<file path="src/rtl/cfg_i2c_pkg.sv">
// Shared constants and types for the serial configuration target.
package cfg_i2c_pkg;
    localparam int unsigned NUM_BYTES = 6;
    localparam int unsigned BYTE_W    = 8;
    localparam logic [7:0]  WR_ADDR   = 8'hD2;
    localparam logic [7:0]  RD_ADDR   = 8'hD3;

    // Transfer phase of the target engine
    typedef enum logic [2:0] {
        ST_IDLE,   // not addressed
        ST_RX,     // shifting in a byte from the host
        ST_ACK,    // ninth pulse of a received byte
        ST_TX,     // shifting out a byte to the host
        ST_HACK,   // ninth pulse of a sent byte, host answers
        ST_WAIT    // read ended by NACK, wait for STOP or START
    } xfer_st_t;

    // Which byte of a write frame is being received
    typedef enum logic [1:0] {
        RX_ADDR,
        RX_CMD,
        RX_CNT,
        RX_DATA
    } rx_stage_t;
endpackage

</file>
<file path="src/rtl/cfg_i2c_deglitch.sv">
// Two-flop synchronizer plus a glitch filter for one bus line.
// Assumes: the line idles high; the output follows the input only after
// the synchronized value has differed for FILT_CYC consecutive cycles.
module cfg_i2c_deglitch #(
    parameter int unsigned FILT_CYC = 3
) (
    input  logic clk,
    input  logic rst_n,
    input  logic raw_i,
    output logic clean_o
);
    localparam int unsigned CNT_W = $clog2(FILT_CYC + 1);

    logic             sync1, sync2;
    logic [CNT_W-1:0] run_cnt;

    // Bring the pad level into the clock domain
    always_ff @(posedge clk) begin
        if (!rst_n) begin
            sync1 <= 1'b1;
            sync2 <= 1'b1;
        end else begin
            sync1 <= raw_i;
            sync2 <= sync1;
        end
    end

    // Accept a new level only once it has persisted long enough
    always_ff @(posedge clk) begin
        if (!rst_n) begin
            clean_o <= 1'b1;
            run_cnt <= '0;
        end else if (sync2 == clean_o) begin
            run_cnt <= '0;
        end else if (run_cnt == CNT_W'(FILT_CYC - 1)) begin
            clean_o <= sync2;
            run_cnt <= '0;
        end else begin
            run_cnt <= run_cnt + 1'b1;
        end
    end
endmodule

</file>
<file path="src/rtl/cfg_i2c_bus_cond.sv">
// Detects START, STOP and SCL edges from filtered bus lines.
// Assumes: inputs are already synchronous and glitch-free.
module cfg_i2c_bus_cond (
    input  logic clk,
    input  logic rst_n,
    input  logic scl_f,
    input  logic sda_f,
    output logic start_o,
    output logic stop_o,
    output logic scl_rise_o,
    output logic scl_fall_o
);
    logic scl_q, sda_q;

    // Remember the previous line levels
    always_ff @(posedge clk) begin
        if (!rst_n) begin
            scl_q <= 1'b1;
            sda_q <= 1'b1;
        end else begin
            scl_q <= scl_f;
            sda_q <= sda_f;
        end
    end

    // SDA moving while SCL stays high marks a frame boundary
    always_comb begin
        start_o    = scl_q && scl_f && sda_q && !sda_f;
        stop_o     = scl_q && scl_f && !sda_q && sda_f;
        scl_rise_o = !scl_q && scl_f;
        scl_fall_o = scl_q && !scl_f;
    end
endmodule

</file>
<file path="src/rtl/cfg_i2c_regfile.sv">
// Configuration register file with strap-seeded reset values.
// Assumes: one write port from the protocol engine; strap bits occupy the
// low STRAP_W bits of the last byte and load inverted during every reset cycle.
module cfg_i2c_regfile #(
    parameter int unsigned NUM_BYTES = 6,
    parameter int unsigned BYTE_W    = 8,
    parameter int unsigned STRAP_W   = 5,
    parameter int unsigned PTR_W     = 3,
    parameter logic [NUM_BYTES*BYTE_W-1:0] CFG_DEFAULT = '0
) (
    input  logic                        clk,
    input  logic                        rst_n,
    input  logic [STRAP_W-1:0]          strap_i,
    input  logic                        we_i,
    input  logic [PTR_W-1:0]            wr_idx_i,
    input  logic [BYTE_W-1:0]           wdata_i,
    input  logic [PTR_W-1:0]            rd_idx_i,
    output logic [BYTE_W-1:0]           rd_data_o,
    output logic [NUM_BYTES*BYTE_W-1:0] cfg_o
);
    localparam logic [BYTE_W-1:0] STRAP_MASK = BYTE_W'((1 << STRAP_W) - 1);

    logic [BYTE_W-1:0] regs [NUM_BYTES];

    for (genvar b = 0; b < NUM_BYTES; b++) begin : g_byte
        logic [BYTE_W-1:0] rst_val;
        if (b == NUM_BYTES - 1) begin : g_strap
            // Last byte carries the inverted strap levels in its low bits
            assign rst_val = (CFG_DEFAULT[b*BYTE_W +: BYTE_W] & ~STRAP_MASK)
                           | (~BYTE_W'(strap_i) & STRAP_MASK);
        end else begin : g_plain
            assign rst_val = CFG_DEFAULT[b*BYTE_W +: BYTE_W];
        end

        // Hold one configuration byte
        always_ff @(posedge clk) begin
            if (!rst_n) begin
                regs[b] <= rst_val;
            end else if (we_i && wr_idx_i == PTR_W'(b)) begin
                regs[b] <= wdata_i;
            end
        end

        assign cfg_o[b*BYTE_W +: BYTE_W] = regs[b];
    end

    // Read port for the transmit path
    always_comb begin
        rd_data_o = '0;
        for (int i = 0; i < NUM_BYTES; i++) begin
            if (rd_idx_i == PTR_W'(i)) rd_data_o = regs[i];
        end
    end
endmodule

</file>
<file path="src/rtl/cfg_i2c_target.sv">
// Serial-bus configuration target: block writes (address, discarded command
// and count, then data from byte 0 up) and block reads (count, then bytes).
// Assumes: clk is many times faster than SCL; no clock stretching.
module cfg_i2c_target
    import cfg_i2c_pkg::*;
#(
    parameter int unsigned FILT_CYC = 3,
    parameter int unsigned STRAP_W  = 5,
    parameter logic [NUM_BYTES*BYTE_W-1:0] CFG_DEFAULT = 48'hE0FF_FFFF_FF00
) (
    input  logic                        clk,
    input  logic                        rst_n,
    input  logic                        scl_i,
    input  logic                        sda_i,
    input  logic [STRAP_W-1:0]          strap_i,
    output logic                        sda_pull_o,
    output logic [NUM_BYTES*BYTE_W-1:0] cfg_o
);
    localparam int unsigned PTR_W = $clog2(NUM_BYTES + 1);
    localparam logic [BYTE_W-1:0] COUNT_BYTE = BYTE_W'(NUM_BYTES);

    logic scl_f, sda_f;
    logic start_det, stop_det, scl_rise, scl_fall;

    xfer_st_t          state;
    rx_stage_t         rx_stage;
    logic              is_read;
    logic [3:0]        bit_cnt;
    logic [BYTE_W-1:0] shreg;
    logic [PTR_W-1:0]  wr_ptr;
    logic [PTR_W-1:0]  rd_idx;
    logic [PTR_W-1:0]  rd_sel;
    logic              host_ack;
    logic              reg_we;
    logic [BYTE_W-1:0] rd_data;
    logic              byte_done;

    cfg_i2c_deglitch #(.FILT_CYC(FILT_CYC)) i_scl_filt (
        .clk(clk), .rst_n(rst_n), .raw_i(scl_i), .clean_o(scl_f)
    );
    cfg_i2c_deglitch #(.FILT_CYC(FILT_CYC)) i_sda_filt (
        .clk(clk), .rst_n(rst_n), .raw_i(sda_i), .clean_o(sda_f)
    );

    cfg_i2c_bus_cond i_cond (
        .clk(clk), .rst_n(rst_n), .scl_f(scl_f), .sda_f(sda_f),
        .start_o(start_det), .stop_o(stop_det),
        .scl_rise_o(scl_rise), .scl_fall_o(scl_fall)
    );

    cfg_i2c_regfile #(
        .NUM_BYTES(NUM_BYTES), .BYTE_W(BYTE_W), .STRAP_W(STRAP_W),
        .PTR_W(PTR_W), .CFG_DEFAULT(CFG_DEFAULT)
    ) i_regs (
        .clk(clk), .rst_n(rst_n), .strap_i(strap_i),
        .we_i(reg_we), .wr_idx_i(wr_ptr), .wdata_i(shreg),
        .rd_idx_i(rd_sel), .rd_data_o(rd_data), .cfg_o(cfg_o)
    );

    // Received byte is complete at the falling edge after its eighth bit
    assign byte_done = (state == ST_RX) && scl_fall && (bit_cnt == 4'd8)
                     && !start_det && !stop_det;
    // Store a data byte while the register file still has room
    assign reg_we = byte_done && (rx_stage == RX_DATA)
                  && (wr_ptr < PTR_W'(NUM_BYTES));
    // Read index 1..NUM_BYTES maps to register 0..NUM_BYTES-1
    assign rd_sel = rd_idx - 1'b1;

    // Protocol engine: framing, addressing, acknowledge and shifting
    always_ff @(posedge clk) begin
        if (!rst_n) begin
            state      <= ST_IDLE;
            rx_stage   <= RX_ADDR;
            is_read    <= 1'b0;
            bit_cnt    <= '0;
            shreg      <= '0;
            wr_ptr     <= '0;
            rd_idx     <= '0;
            host_ack   <= 1'b0;
            sda_pull_o <= 1'b0;
        end else if (start_det) begin
            state      <= ST_RX;
            rx_stage   <= RX_ADDR;
            bit_cnt    <= '0;
            wr_ptr     <= '0;
            rd_idx     <= '0;
            sda_pull_o <= 1'b0;
        end else if (stop_det) begin
            state      <= ST_IDLE;
            sda_pull_o <= 1'b0;
        end else begin
            case (state)
                ST_RX: begin
                    if (scl_rise) begin
                        shreg   <= {shreg[BYTE_W-2:0], sda_f};
                        bit_cnt <= bit_cnt + 1'b1;
                    end else if (byte_done) begin
                        bit_cnt <= '0;
                        state   <= ST_ACK;
                        case (rx_stage)
                            RX_ADDR: begin
                                if (shreg == WR_ADDR || shreg == RD_ADDR) begin
                                    is_read    <= (shreg == RD_ADDR);
                                    sda_pull_o <= 1'b1;
                                    rx_stage   <= RX_CMD;
                                end else begin
                                    state <= ST_IDLE;
                                end
                            end
                            RX_CMD: begin
                                sda_pull_o <= 1'b1;
                                rx_stage   <= RX_CNT;
                            end
                            RX_CNT: begin
                                sda_pull_o <= 1'b1;
                                rx_stage   <= RX_DATA;
                            end
                            default: begin
                                if (wr_ptr < PTR_W'(NUM_BYTES)) begin
                                    sda_pull_o <= 1'b1;
                                    wr_ptr     <= wr_ptr + 1'b1;
                                end
                            end
                        endcase
                    end
                end
                ST_ACK: begin
                    if (scl_fall) begin
                        if (is_read) begin
                            state      <= ST_TX;
                            shreg      <= COUNT_BYTE;
                            sda_pull_o <= !COUNT_BYTE[BYTE_W-1];
                            rd_idx     <= PTR_W'(1);
                        end else begin
                            state      <= ST_RX;
                            sda_pull_o <= 1'b0;
                        end
                    end
                end
                ST_TX: begin
                    if (scl_rise) begin
                        bit_cnt <= bit_cnt + 1'b1;
                    end else if (scl_fall) begin
                        if (bit_cnt == 4'd8) begin
                            bit_cnt    <= '0;
                            sda_pull_o <= 1'b0;
                            state      <= ST_HACK;
                        end else begin
                            shreg      <= {shreg[BYTE_W-2:0], 1'b0};
                            sda_pull_o <= !shreg[BYTE_W-2];
                        end
                    end
                end
                ST_HACK: begin
                    if (scl_rise) begin
                        host_ack <= !sda_f;
                    end else if (scl_fall) begin
                        if (host_ack && rd_idx <= PTR_W'(NUM_BYTES)) begin
                            state      <= ST_TX;
                            shreg      <= rd_data;
                            sda_pull_o <= !rd_data[BYTE_W-1];
                            rd_idx     <= rd_idx + 1'b1;
                        end else begin
                            state <= ST_WAIT;
                        end
                    end
                end
                default: ;
            endcase
        end
    end
endmodule

</file>
<file path="config.mk">
export PLATFORM = sky130hd
export DESIGN_NAME = cfg_i2c_target
export DESIGN_NICKNAME = d
export VERILOG_FILES = /design/src/rtl/cfg_i2c_pkg.sv /design/src/rtl/cfg_i2c_deglitch.sv /design/src/rtl/cfg_i2c_bus_cond.sv /design/src/rtl/cfg_i2c_regfile.sv /design/src/rtl/cfg_i2c_target.sv
export SDC_FILE = /design/constraint.sdc
export NUM_CORES = 1
export LEC_CHECK = 0
export ABC_AREA = 1
export BUFFER_PORTS_ARGS = -buffer_cell sky130_fd_sc_hd__buf_2
export CAP_MARGIN = 40
export CORE_MARGIN = 3
export CORE_UTILIZATION = 40
export DETAILED_ROUTE_END_ITERATION = 8
export GPL_TIMING_DRIVEN = 0
export PLACE_DENSITY = 0.65
export SYNTH_ARGS = -nofsm -noshare
export SYNTH_HDL_FRONTEND = slang
export SYNTH_SLANG_ARGS = --single-unit
</file>
<file path="constraint.sdc">
create_clock -name clk -period 3 [get_ports clk]
set_input_delay 0.3 -clock clk [delete_from_list [all_inputs] [get_ports clk]]
set_output_delay 0.3 -clock clk [all_outputs]
set_load 0.05 [all_outputs]
</file>
==> flow_summary.toml <==
[status]
status = "finished, final reports clean"

[worst_setup_path]
cpMaxStageDelayCell = "o31ai_1"
max_stage_delay_ns = 0.42
worst_setup_path_end_kind = "flop"
cp-start-kind = "flop"
timing.rr.end = "i_regs.regs[2][2]$_SDFFCE_PN1P_"
cp_num_buf_inv = 4
cp.arrival_ns = 2.36
worstReg2RegStart = "bit_cnt[0]$_SDFFE_PP0P_"
critPathMaxFanout = 10
path_class = "reg2reg"
cp_cell_sequence = "inv_1, ha_1, nand3_1, nor2_4, nand2_2, clkinv_2, o211ai_4, buf_6, o31ai_1, buf_2"
reg2regPathDepth = 10
cp_top_family = "buffers and inverters"
required_ns = 3.05
r2r_slack_ns = 0.69

[final_layout]
drive_above_1_share_pct = 19.08
finalNonFillerCells = 769
antenna_cells = 0
final_cell_area_mm2 = 0.005335
final_cell_mix = "153 x nand2_1, 64 x inv_1, 64 x buf_2"
area_delta_synth_final_pct = 17.08
fin_util_pct = 48.58
final_common_cell = "nand2_1"
final_nets = 651

[route]
drt_iter0_drc = 357
final_antenna_net_count = 0
vias = 3989
drt_wl_total_mm = 12.07
drc = 0
wire_per_inst_um = 15.70
via_per_inst = 5.187
drt-pass1-iter-count = 5

[global_routing]
grt_antenna_before_repair = 0
grt_max_degree = 16
grt_pass1_vias = 3788
overflow = 0
grt_pass1_wl_mm = 19.37
track_usage_pct = 19.45

[die]
num_io_pins = 58
die_h_um = 112.7
dieArea_mm2 = 0.01271
rows = 38
core_area_mm2 = 0.01098
start_util_pct = 41.49
die_width_um = 112.7

[job]
cap_violations = 0

[clock_network]
cts_resized = 0
insertion_delay_ns = 0.35
cts_root_buf = "clkbuf_16"
cts_tree = "built"
cts.clk_slew.worst_paths_ns = 0.06
postCtsHoldBufs = 0
cts_setup_buffers = 0
cts_inserted_buffers = 9
clock-sinks = 86
cts_max_level = 3
clk_path_buf_depth = 2

[timing]
drv_slew = 0
fmax_mhz = 433.4
skew_ns = 0.01101
hold_viol_final = 0
tightest_slew_ns = 0.5658
relSlewSlack_pct = 62.28
min_period_ns = 2.308
setup_tns_ns = 0
worst_slack_ns = 0.6924
post-route-period-util_pct = 76.92
finalSetupViolCount = 0
rsz0062_at_grt = "false"

[worst_hold_path]
min_from = "sda_i"
hp-class = "in2reg"
min_to = "i_sda_filt.sync1$_SDFF_PN1_"
hold_depth = 2

[logic_synthesis]
syn_avg_cell_area_um2 = 8.225
syn_inst = 554
ys_ff_latch = 86
synthTopCellsByArea = "edfxtp_1 32%, dfxtp_1 17%, nand2_1 13%, inv_1 5.3%, ha_1 4.9%"
ys.flop_type = "edfxtp_1"
synth_warnings = 0
synth_area_leader_cell = "edfxtp_1"
async_flop_share_pct = 0
synth_cell_types = 40
synth_seq_area_share_pct = 48.33
synth-edff-count = 48
syn-num-nets = 581
synth_top_area_share_pct = 31.63
synth.cell_area_mm2 = 0.004557

[power]
p_leak_nw = 2.168
ir_drop_mv = 0.4149
power_per_cell_area_mw_per_mm2 = 853.3

[placement]
hpwl_mm = 8.908
port_buffers = 57
place.gp.congestion = 0.8758
placed_cells = 753
placed_area_mm2 = 0.005027
post-place-ws_ns = 0.7259
## cell type report
| cell class | count | area (um2) |
|---|---|---|
| Clock buffer | 10 | 239.0 |
| Multi-Input combinational cell | 377 | 1989 |
| Timing Repair Buffer | 59 | 295.3 |
| Inverter | 78 | 295.3 |
| Clock inverter | 6 | 68.82 |
| Fill cell | 1089 | 5648 |
| Buffer | 13 | 70.07 |
| Tap cell | 140 | 175.2 |
| Sequential cell | 86 | 2202 |
## synthesized netlist by cell type (7+ instances only)
cell type  count
edfxtp_1      48
nand3b_1       7
o21ai_0       29
a21oi_1       27
o21ai_1        8
inv_1         64
nand2_1      153
clkinv_1       7
nand3_1       29
nor2_1        49
ha_1          18
dfxtp_1       38
nand4_1        9
## worst register-to-register path: cells and delay by family (launching register included)
| kind | cells | cell delay, ns |
|---|---|---|
| AO/OA/AOI/OAI | 2 | 0.51 |
| adder cells (fa/ha/maj) | 1 | 0.15 |
| buffers and inverters | 4 | 0.61 |
| flip-flops | 1 | 0.32 |
| AND/OR/NAND/NOR | 3 | 0.42 |
## registers in the layout (all words and copies together) (netlist names), 2 cells and up
name,flops
rd_idx,3
shreg,8
rx_stage,2
i_sda_filt.run_cnt,2
wr_ptr,3
i_scl_filt.run_cnt,2
state,3
i_regs.regs,48
bit_cnt,4
## how the worst max path moves through the flow
stage	cells past startpoint	startpoint	to
after detailed placement	10	bit_cnt[0]$_SDFFE_PP0P_	i_regs.regs[2][5]$_SDFFCE_PN1P_
after global routing	10	bit_cnt[0]$_SDFFE_PP0P_	i_regs.regs[2][1]$_SDFFCE_PN1P_
final	10	bit_cnt[0]$_SDFFE_PP0P_	i_regs.regs[2][2]$_SDFFCE_PN1P_
after floorplan	9	bit_cnt[0]$_SDFFE_PP0P_	i_regs.regs[2][0]$_SDFFCE_PN1P_
after CTS	10	bit_cnt[0]$_SDFFE_PP0P_	i_regs.regs[2][1]$_SDFFCE_PN1P_
after global placement	9	bit_cnt[0]$_SDFFE_PP0P_	i_regs.regs[2][2]$_SDFFCE_PN1P_
## routing by layer
layer  up-vias  wire length [um]  GRT usage, %
met4         0               195         6.731
met1      1897              5454         25.79
met5         -                 0             0
met3        16               818         4.385
met2       132              5601         31.52
li1       1944                 -             -
## where the power goes
part / total, mW / internal, mW / switching (mW) / leakage (nW)
registers: 1.45 / 1.36 / 0.0902 / 0.681
logic: 1.96 / 0.577 / 1.38 / 1.34
clock network: 1.15 / 0.672 / 0.474 / 0.149
## cells by family after synthesis
| logic type | share of synthesized area [%] |
|---|---|
| and+or+nand+nor | 28.75 |
| buffers and inverters | 8.018 |
| DFF | 48.33 |
| AOI/OAI and AO/OA | 9.583 |
| adders and majority gates | 4.942 |
| xor gates and xnor gates | 0.3845 |
## through the flow
stage	hold WS, ns	total power, mW
floorplan	0.3925	2.907
global placement	0.3951	3.371
detailed placement	0.3990	3.402
CTS	0.1330	4.551
global route	0.1392	4.876
finish	0.1413	4.552
(Power assumes the default switching activity.)
